`src/rtl/rle_pkg.sv`:
```
package rle_pkg;
    typedef enum logic [2:0] {
        S_IDLE   = 3'd0,
        S_COUNT  = 3'd1,
        S_PIXEL  = 3'd2,
        S_RPTCNT = 3'd3,
        S_REPEAT = 3'd4
    } state_e;
endpackage

```
`src/rtl/rle_count_clip.sv`:
```
module rle_count_clip #(
    parameter int W = 9
) (
    input  logic [W-1:0] req,
    input  logic [W-1:0] limit,
    output logic [W-1:0] eff,
    output logic         over
);
    assign over = (req > limit);
    assign eff  = over ? limit : req;
endmodule

```
`src/rtl/rle_pixel_expander.sv`:
```
module rle_pixel_expander
    import rle_pkg::*;
#(
    parameter int ADDR_W = 24
) (
    input  logic              clk,
    input  logic              rst_n,
    input  logic              start,
    input  logic [ADDR_W-1:0] start_offset,
    input  logic [7:0]        total_count,
    input  logic              mode16,
    input  logic              in_valid,
    input  logic [7:0]        in_data,
    output logic              in_ready,
    output logic              out_valid,
    output logic [ADDR_W-1:0] out_addr,
    output logic [15:0]       out_pixel,
    output logic              out_last,
    input  logic              out_ready,
    output logic              overrun,
    output logic              busy
);
    localparam int BYTE_W = 8;
    localparam int REM_W  = BYTE_W + 1;
    localparam int PIX_W  = 2 * BYTE_W;

    typedef struct packed {
        state_e              state;
        logic                mode16;
        logic                half;
        logic [BYTE_W-1:0]   hi;
        logic [ADDR_W-1:0]   addr;
        logic [REM_W-1:0]    remain;
        logic [REM_W-1:0]    lit_left;
        logic [BYTE_W-1:0]   rep_left;
        logic [PIX_W-1:0]    last_px;
        logic                ovr;
        logic                ovalid;
        logic [ADDR_W-1:0]   oaddr;
        logic [PIX_W-1:0]    opx;
        logic                olast;
    } regs_t;

    regs_t regs_d, regs_q;

    logic              out_free;
    logic              in_fire;
    logic [REM_W-1:0]  lit_req, lit_eff, rep_req, rep_eff;
    logic              lit_over, rep_over;
    logic [PIX_W-1:0]  lit_px;
    logic              final_px;

    // count byte decode: 0x00 stands for 256
    assign lit_req = {~|in_data, in_data};
    assign rep_req = {1'b0, in_data};

    rle_count_clip #(.W(REM_W)) u_lit_clip (
        .req(lit_req), .limit(regs_q.remain), .eff(lit_eff), .over(lit_over)
    );
    rle_count_clip #(.W(REM_W)) u_rep_clip (
        .req(rep_req), .limit(regs_q.remain), .eff(rep_eff), .over(rep_over)
    );

    assign out_free = !regs_q.ovalid || out_ready;
    assign lit_px   = regs_q.mode16 ? {regs_q.hi, in_data} : {{BYTE_W{1'b0}}, in_data};
    assign final_px = (regs_q.remain == REM_W'(1));

    always_comb begin
        case (regs_q.state)
            S_COUNT, S_RPTCNT: in_ready = 1'b1;
            S_PIXEL:           in_ready = (regs_q.mode16 && !regs_q.half) || out_free;
            default:           in_ready = 1'b0;
        endcase
    end
    assign in_fire = in_valid && in_ready;

    always_comb begin
        regs_d = regs_q;
        if (regs_q.ovalid && out_ready) regs_d.ovalid = 1'b0;
        case (regs_q.state)
            S_IDLE: begin
                if (start && !regs_q.ovalid) begin
                    regs_d.state  = S_COUNT;
                    regs_d.mode16 = mode16;
                    regs_d.addr   = start_offset;
                    regs_d.remain = {~|total_count, total_count};
                    regs_d.ovr    = 1'b0;
                    regs_d.half   = 1'b0;
                end
            end
            S_COUNT: begin
                if (in_fire) begin
                    regs_d.lit_left = lit_eff;
                    regs_d.ovr      = regs_q.ovr | lit_over;
                    regs_d.half     = 1'b0;
                    regs_d.state    = S_PIXEL;
                end
            end
            S_PIXEL: begin
                if (in_fire) begin
                    if (regs_q.mode16 && !regs_q.half) begin
                        regs_d.half = 1'b1;
                        regs_d.hi   = in_data;
                    end else begin
                        regs_d.half     = 1'b0;
                        regs_d.last_px  = lit_px;
                        regs_d.ovalid   = 1'b1;
                        regs_d.oaddr    = regs_q.addr;
                        regs_d.opx      = lit_px;
                        regs_d.olast    = final_px;
                        regs_d.addr     = regs_q.addr + 1'b1;
                        regs_d.remain   = regs_q.remain - 1'b1;
                        regs_d.lit_left = regs_q.lit_left - 1'b1;
                        if (final_px)
                            regs_d.state = S_IDLE;
                        else if (regs_q.lit_left == REM_W'(1))
                            regs_d.state = S_RPTCNT;
                    end
                end
            end
            S_RPTCNT: begin
                if (in_fire) begin
                    regs_d.ovr = regs_q.ovr | rep_over;
                    if (rep_eff == '0) begin
                        regs_d.state = S_COUNT;
                    end else begin
                        regs_d.rep_left = rep_eff[BYTE_W-1:0];
                        regs_d.state    = S_REPEAT;
                    end
                end
            end
            S_REPEAT: begin
                if (out_free) begin
                    regs_d.ovalid   = 1'b1;
                    regs_d.oaddr    = regs_q.addr;
                    regs_d.opx      = regs_q.last_px;
                    regs_d.olast    = final_px;
                    regs_d.addr     = regs_q.addr + 1'b1;
                    regs_d.remain   = regs_q.remain - 1'b1;
                    regs_d.rep_left = regs_q.rep_left - 1'b1;
                    if (final_px)
                        regs_d.state = S_IDLE;
                    else if (regs_q.rep_left == BYTE_W'(1))
                        regs_d.state = S_COUNT;
                end
            end
            default: regs_d.state = S_IDLE;
        endcase
    end

    always_ff @(posedge clk or negedge rst_n) begin
        if (!rst_n) regs_q <= '0;
        else        regs_q <= regs_d;
    end

    assign out_valid = regs_q.ovalid;
    assign out_addr  = regs_q.oaddr;
    assign out_pixel = regs_q.opx;
    assign out_last  = regs_q.olast;
    assign overrun   = regs_q.ovr;
    assign busy      = (regs_q.state != S_IDLE) || regs_q.ovalid;
endmodule

```
`config.mk`:
```
export PLATFORM = sky130hd
export DESIGN_NAME = rle_pixel_expander
export DESIGN_NICKNAME = d
export VERILOG_FILES = /design/src/rtl/rle_pkg.sv /design/src/rtl/rle_count_clip.sv /design/src/rtl/rle_pixel_expander.sv
export SDC_FILE = /design/constraint.sdc
export NUM_CORES = 1
export LEC_CHECK = 0
export ABC_AREA = 1
export BUFFER_PORTS_ARGS = -buffer_cell sky130_fd_sc_hd__buf_2
export CAP_MARGIN = 20
export CORE_ASPECT_RATIO = 0.5
export CORE_MARGIN = 3
export CORE_UTILIZATION = 50
export DETAILED_ROUTE_END_ITERATION = 10
export PLACE_DENSITY = 0.72
export SLEW_MARGIN = 10
export SYNTH_ARGS = -nofsm -noshare
export SYNTH_HDL_FRONTEND = slang
export SYNTH_SLANG_ARGS = --single-unit
```
`constraint.sdc`:
```
create_clock -name clk -period 2.5 [get_ports clk]
set_input_delay 0 -clock clk [delete_from_list [all_inputs] [get_ports clk]]
set_output_delay 0 -clock clk [all_outputs]
set_load 0.03 [all_outputs]
```
==> run_results.csv, run 1 <==
group,metric,value,unit
global_routing,grt-ovfl-total,0,
worst_setup_path,end_kind,"register",
layout,drive_gt1_frac,0.209,
power_and_ir_drop,p_leak,4.32,nW
clocking,clock_sinks,122,
sta,final-setup-viol-count,0,
synthesis,ys_seq_area_frac,0.425,
place,dp_hpwl,13300,um
synthesis,synthCells,907,
routing,dr.max_layer_used,"met4",
sta,setup-tns-final,0,ps
clocking,cts_root_buf,"clkbuf_16",
layout,n_antenna_cell,0,
worst_setup_path,critPathLaunchType,"register",
layout,layout_commonest_cell,"nand2_1",
worst_setup_path,slowest_delay,400,ps
floorplanning,ios,91,
layout,final_util,0.641,
floorplanning,placementRows,30,
worst_setup_path,cp_max_fo,8,
sta,tightestPinTransition,658,ps
synthesis,syn_area_per_cell,7.93,um2
layout,nets,1093,
synthesis,syn_area,7190,um2
clocking,numCtsBuffers,17,
routing,drc_errors,0,
sta,slew_viol_final,0,
place,port_buffers,90,
run_status,violations,"hold timing",
synthesis,syn-num-nets,969,
layout,instances_no_fill,1235,
routing,dr.pass1.iters,5,
synthesis,ys_seq_elements,122,
synthesis,synth_enable_flop_cells,0,
global_routing,grt_usage,0.246,
worst_setup_path,cp_cell_sequence,"inv_2, ha_1, nand2_2, inv_1, nand2_1, nand2_1, nand2_2, nand3_4, nand2_4, buf_4, nand2_1, nand2_1, nand2_1, nor2_4, nand3_4, nand3_4, nand2_1, nand2_1",
sta,fin_crit_sh,0.964,
hold_path,hold_path_class,"primary input to register",
clocking,clk_path_buf_depth,2,
sta,period_needed,2410,ps
sta,finClkSkew,13.6,ps
routing,postRouteAntennaNets,0,
clocking,clk_latency,420,ps
place,place_inst,1148,
synthesis,ys.flop_type,"dfrtp_1",
sta,hold_viol,1,
floorplanning,initial_core_util,0.520,
worst_setup_path,critical-path-slowest-cell,"dfrtp_1",
power_and_ir_drop,ir_worst_vdd,0.513,mV
floorplanning,die_w,176,um
job,cap_viol_max_count,0,
clocking,htreeDepth,4,
routing,viasPerCell,5.38,
run_status,outcome,"complete, but fails checks",
sta,relSlewSlack,0.562,
synthesis,synth_cell_types,47,
clocking,cts_tree,"done",
worst_setup_path,path_buf_inv,3,
power_and_ir_drop,powerDensity,1420,nW/um2
floorplanning,coreArea,13800,um2
worst_setup_path,worstPathRequired,2850,ps
global_routing,grt_max_degree,52,
routing,drt_iter0_markers,577,
sta,holdWs,-0.848,ps
routing,wl_per_cell,15.6,um
place,place_area,7650,um2
layout,areaGrowthSynthToFinish,23.1,%
worst_setup_path,critPathArrivalTime,2760,ps
clocking,clk_pin_slew,60,ps
routing,drt-total-wl,19300,um
floorplanning,dieArea,15900,um2
global_routing,grt_pass1_wl,31500,um
worst_setup_path,critical_path.top_delay_family,"simple AND/OR/NAND/NOR gates",
sta,max_freq,415,MHz
layout,layout_common_cells,"nand2_1, dfrtp_1, inv_1",
routing,via_count,6641,
routing,wl_met3,1170,um
global_routing,grt_pass1_vias,6309,
layout,fillCellCount,1200,
worst_setup_path,crit_top_cell,"nand2_1",
layout,final_area,8850,um2
synthesis,synth-async-reset-ratio,1.00,
synthesis,yosysWarningCount,0,
place,gp_congestion,0.891,
global_routing,antenna_found_initial,0,
floorplanning,die_h,90.8,um
routing,route.met2.wl,8900,um
routing,met1_length,8920,um
worst_setup_path,worstSetupPathType,"register to register",
## power by group
group | switching (mW) | internal [mW] | leakage [nW] | total [mW]
Combinational | 4.20 | 2.28 | 2.52 | 6.48
Clock | 0.944 | 1.58 | 0.273 | 2.52
Sequential | 0.631 | 2.90 | 1.53 | 3.53
## sequential cells by signal, indices dropped and copies added, names as in the netlist
register,flops
out_last,1
overrun,1
out_addr,24
out_valid,1
regs_q,79
out_pixel,16
## metrics by stage
stage / total power [mW] / worst slack, ps
after floorplan: 8.28 / 383
after global placement: 9.40 / 109
after detailed placement: 9.54 / 59.2
after CTS: 12.2 / 16.7
after global routing: 13.5 / -53.1
final: 12.5 / 90.4
## kinds of logic (layout without fill, tap and decap cells)
group | Yosys count | after routing | synth area share
xor gates and xnor gates | 27 | 27 | 0.0329
AOI/OAI and AO/OA | 196 | 196 | 0.162
adders and majority gates | 16 | 16 | 0.0278
and+or+nand+nor | 379 | 380 | 0.237
DFF | 122 | 122 | 0.425
buffers and inverters | 167 | 302 | 0.117
## metal layers
layer  up-vias  global-route usage
met4         0              0.0724
met5         -                   0
li1       3212                   -
met1      3135               0.334
met2       261               0.397
met3        33              0.0546
## cell usage after synthesis (2+ instances only)
library cell  count  area share
nor2_2            3      0.0026
nor3_1           19       0.013
a31oi_1           2      0.0017
nand3_4           4      0.0097
nand2_2           3      0.0026
o21ai_0          80       0.056
a2bb2oi_1         3      0.0037
buf_4            45       0.047
nor4_1            5      0.0044
or2_2             3      0.0026
xnor2_1           3      0.0037
o211ai_1         16       0.017
o21ai_2          10       0.012
a21oi_1          26       0.018
nand2_4           5      0.0078
o21a_1            2      0.0021
o21ai_1          32       0.022
buf_2            10      0.0070
buf_6             3      0.0047
nor2_1           40       0.021
inv_2             6      0.0031
a21oi_2           2      0.0024
xor2_1           24       0.029
ha_1             16       0.028
nand4_1          18       0.016
inv_1            92       0.048
clkbuf_1          7      0.0037
inv_4             2      0.0017
o22ai_1           3      0.0026
a22oi_1          13       0.014
dfrtp_1         122        0.42
nand2_1         240        0.13
nand3_1          34       0.024
## cell type report
cell class              instances  area (um2)  share of cell area
clock buffers                  19         443              0.0501
clock inverters                12         150              0.0170
inverters                     101         385              0.0436
multi-input cells             619        3380               0.382
flip-flops and latches        122        3060               0.345
well taps                     192         240              0.0271
repair buffers                170        1190               0.135
## path summary, 6_finish.rpt
| kind | to | startpoint | slack, ps | cells past startpoint |
|---|---|---|---|---|
| min reg2reg | out_addr[21] | out_addr[21] | 460 | 2 |
| max in group asynchronous | regs_q[86] | rst_n | 1530 | 3 |
| max reg2reg | regs_q[61] | regs_q[79] | 90 | 18 |
| max | regs_q[61] | regs_q[79] | 90 | 18 |
| min | regs_q[111] | in_data[2] | -0.8 | 3 |
| min in group asynchronous | regs_q[46] | rst_n | 150 | 2 |
## worst reg2reg max path, cell delays in order, from the launching register on
cell and delay [ps]:
dfrtp_1 400, inv_2 140, ha_1 270, nand2_2 110, inv_1 60, nand2_1 60
nand2_1 100, nand2_2 100, nand3_4 90, nand2_4 100, buf_4 120, nand2_1 40
nand2_1 80, nand2_1 90, nor2_4 180, nand3_4 130, nand3_4 120, nand2_1 70
nand2_1 70
## timing repair
action	CTS	global route
buffers inserted	0	14
endpoints found under the setup margin	0	21
gates resized for setup	0	21
hold buffers	41	0
endpoints found under the hold margin	93	0
No activity file was read; power rests on OpenSTA's default activity.
==> inputs of run 2 (changes only) <==
Settings changed: ABC_AREA 1 to default, PLACE_DENSITY 0.72 to 0.73.
Clock period 2.5 ns to 3.1 ns, I/O delays scaled along.
==> run 2 against run 1 <==
Effect of this change:
- the flow now finishes without violations
- power down 25%
- cell area down 5.9%
- die area shrank 3.0%
- global-route usage decreased by 0.34 points
- sequential power fell by 16%
- clock power shrank 20%
- fmax fell by 9.2%
- sequential cell count is the same
- hold slack improved by 15 ps
- critical path type unchanged
- largest power group unchanged
==> run_results.csv, run 2 <==
group,metric,value,unit
sta,hold_viol,0,
synthesis,syn_area_per_cell,9.51,um2
synthesis,ys_seq_area_frac,0.438,
layout,drive_gt1_frac,0.220,
layout,layout_common_cells,"dfrtp_1, buf_2, nand2_1",
power_and_ir_drop,p_leak,3.89,nW
global_routing,grt_use_met1,0.332,
synthesis,synth_top_cell_area_share,0.438,
layout,nets,882,
synthesis,synth.most_common_cell,"dfrtp_1",
job,cap_viol_max_count,0,
global_routing,grt_pass1_wl,30000,um
sta,setup-tns-final,0,ps
worst_setup_path,worstSetupPathType,"register to register",
worst_setup_path,critPathLaunchType,"register",
sta,slew_viol_final,0,
synthesis,synth_common_cells,"dfrtp_1, nand2_1, nor2_1, o21ai_0, buf_4",
sta,finClkSkew,12.5,ps
sta,holdWs,13.9,ps
routing,via_count,6137,
synthesis,ys_seq_elements,122,
floorplanning,coreArea,13100,um2
global_routing,grt_pass1_vias,5859,
routing,drc_errors,0,
global_routing,grt-ovfl-total,0,
worst_setup_path,critPathArrivalTime,2940,ps
layout,top_register,"regs_q",
synthesis,yosysWarningCount,0,
layout,n_antenna_cell,0,
power_and_ir_drop,pwr-share-comb,0.470,
layout,layout_commonest_cell,"dfrtp_1",
sta,relSlewSlack,0.459,
clocking,cts_tree,"done",
clocking,clk_pin_slew,60,ps
routing,drt-total-wl,18400,um
power_and_ir_drop,ir_worst_vdd,0.491,mV
power_and_ir_drop,powerDensity,1130,nW/um2
global_routing,grt_use_met2,0.385,
routing,wl_per_cell,18.1,um
power_and_ir_drop,pwr-share-clk,0.215,
sta,tightestPinTransition,812,ps
global_routing,grt_max_degree,65,
global_routing,grt_usage,0.243,
floorplanning,die_w,173,um
power_and_ir_drop,pwr-share-seq,0.316,
layout,largest_reg_flops,79,
clocking,cts_root_buf,"clkbuf_16",
power_and_ir_drop,p_int,5.26,mW
sta,period_needed,2650,ps
floorplanning,ios,91,
synthesis,synth.area.top_cells,"dfrtp_1, buf_4, mux2_2",
worst_setup_path,end_kind,"register",
clocking,post_cts_buffers,0,
floorplanning,die_h,89.5,um
clocking,clk_path_buf_depth,2,
sta,rsz0062_at_grt,"false",
routing,dr.pass1.iters,5,
routing,postRouteAntennaNets,0,
floorplanning,initial_core_util,0.530,
place,gp_congestion,0.998,
routing,drt_iter0_markers,666,
synthesis,synth_cell_types,67,
worst_setup_path,worstPathRequired,3390,ps
global_routing,grt-busiest-layer,"met2",
place,dp_hpwl,12500,um
floorplanning,dieArea,15500,um2
floorplanning,placementRows,29,
global_routing,antenna_found_initial,0,
synthesis,syn_area,6960,um2
synthesis,synth_enable_flop_cells,0,
power_and_ir_drop,swShare,0.439,
run_status,outcome,"complete, no violations",
routing,viasPerCell,6.02,
place,port_buffers,90,
clocking,htreeDepth,4,
synthesis,synthCells,732,
sta,fin_crit_sh,0.856,
layout,fillCellCount,1112,
clocking,clk_latency,420,ps
worst_setup_path,cp_max_fo,7,
worst_setup_path,cp_cell_sequence,"inv_1, ha_1, nand4_1, o221ai_2, o2111a_1, o221a_2, o21ai_2, a221o_1",
worst_setup_path,slowest_delay,440,ps
power_and_ir_drop,p_sw,4.12,mW
sta,final-setup-viol-count,0,
layout,areaGrowthSynthToFinish,19.5,%
synthesis,syn-num-nets,794,
synthesis,synth-async-reset-ratio,1.00,
clocking,clock_sinks,122,
synthesis,synth_top_area_cell,"dfrtp_1",
sta,max_freq,377,MHz
hold_path,hold_path_class,"primary input to register",
worst_setup_path,critical-path-slowest-cell,"o2111a_1",
synthesis,ys.flop_type,"dfrtp_1",
global_routing,use_met3,0.0500,
clocking,numCtsBuffers,17,
[run 2: changes by cell type in the layout (fill, tap and decap cells not counted), moves of 14 or more]
cell / change
a21o_1: +19
a221o_1: +19
and2_1: +16
and3_1: +18
buf_4: -19
inv_1: -64
mux2_2: +26
nand2_1: -178
nand3_1: -14
o21ai_0: -30
o21ai_1: -28
xor2_1: -22
[run 2: layout make-up]
cell class,count,area [um2],area share
Timing Repair Buffer,149,1010,0.121
Multi-Input combinational cell,503,3330,0.400
Inverter,27,101,0.0122
Sequential cell,122,3050,0.367
Clock inverter,12,140,0.0168
Clock buffer,20,457,0.0549
Tap cell,186,233,0.0280
[run 2: repair_timing]
item	in CTS	in global routing
hold endpoints to repair	101	0
gates resized for setup	0	0
hold buffers	41	0
[run 2: path summary, 6_finish.rpt]
| check | to | depth (start not counted) | slack, ps | startpoint |
|---|---|---|---|---|
| setup / recovery | regs_q[64] | 8 | 450 | regs_q[77] |
| hold / removal | regs_q[115] | 2 | 10 | in_data[6] |
| setup reg to reg | regs_q[64] | 8 | 450 | regs_q[77] |
| hold reg to reg | out_addr[10] | 2 | 470 | out_addr[10] |
| max in group asynchronous | regs_q[116] | 3 | 2050 | rst_n |
| min in group asynchronous | out_addr[9] | 2 | 230 | rst_n |
[run 2: cells by family (layout without fill, tap and decap cells)]
| logic type | count (synthesis) | after routing | synth area share |
|---|---|---|---|
| AOI/OAI and AO/OA | 226 | 226 | 0.234 |
| and+or+nand+nor | 227 | 227 | 0.161 |
| xor gates and xnor gates | 2 | 2 | 0.00252 |
| buffers and inverters | 107 | 208 | 0.0848 |
| muxes | 32 | 32 | 0.0508 |
| adders and majority gates | 16 | 16 | 0.0287 |
| DFF | 122 | 122 | 0.438 |
[run 2: critical path: cells and delay by family, from the launching register on]
kind                       cells  cell delay [ps]
AOI/OAI and AO/OA              5             1520
adders and majority gates      1              320
buffers and inverters          1              150
DFF                            1              410
and+or+nand+nor                1              120
[run 2: power by group through the flow]
stage	Sequential, mW	Clock [mW]	Combinational, mW
final	2.96	2.01	4.41
after CTS	2.94	2.04	4.37
after detailed placement	2.96	0	4.31
after global routing	3.06	2.11	4.82
after floorplan	2.76	0	3.64
after global placement	2.93	0	4.21
[run 2: routing by layer]
layer  part of all wire  vias to the layer above  wire length (um)
li1                   -                     2850                 -
met4              0.024                        0               447
met1               0.46                     2995              8500
met2               0.45                      252              8320
met5                  0                        -                 0
met3              0.062                       40              1150
[run 2: stage by stage]
| stage | cell area [um2] | total power [mW] | util | setup WS, ps | std cells |
|---|---|---|---|---|---|
| 2_1_floorplan | 6960 | 6.41 | - | 852 | 732 |
| 3_3_place_gp | 7320 | 7.13 | 0.557 | 630 | 946 |
| 3_5_place_dp | 7320 | 7.27 | 0.557 | 543 | 946 |
| 4_1_cts | 8320 | 9.36 | 0.634 | 517 | 1019 |
| 5_1_grt | 8320 | 9.99 | 0.634 | 358 | 1019 |
| 6_report | 8320 | 9.38 | 0.634 | 447 | 1019 |
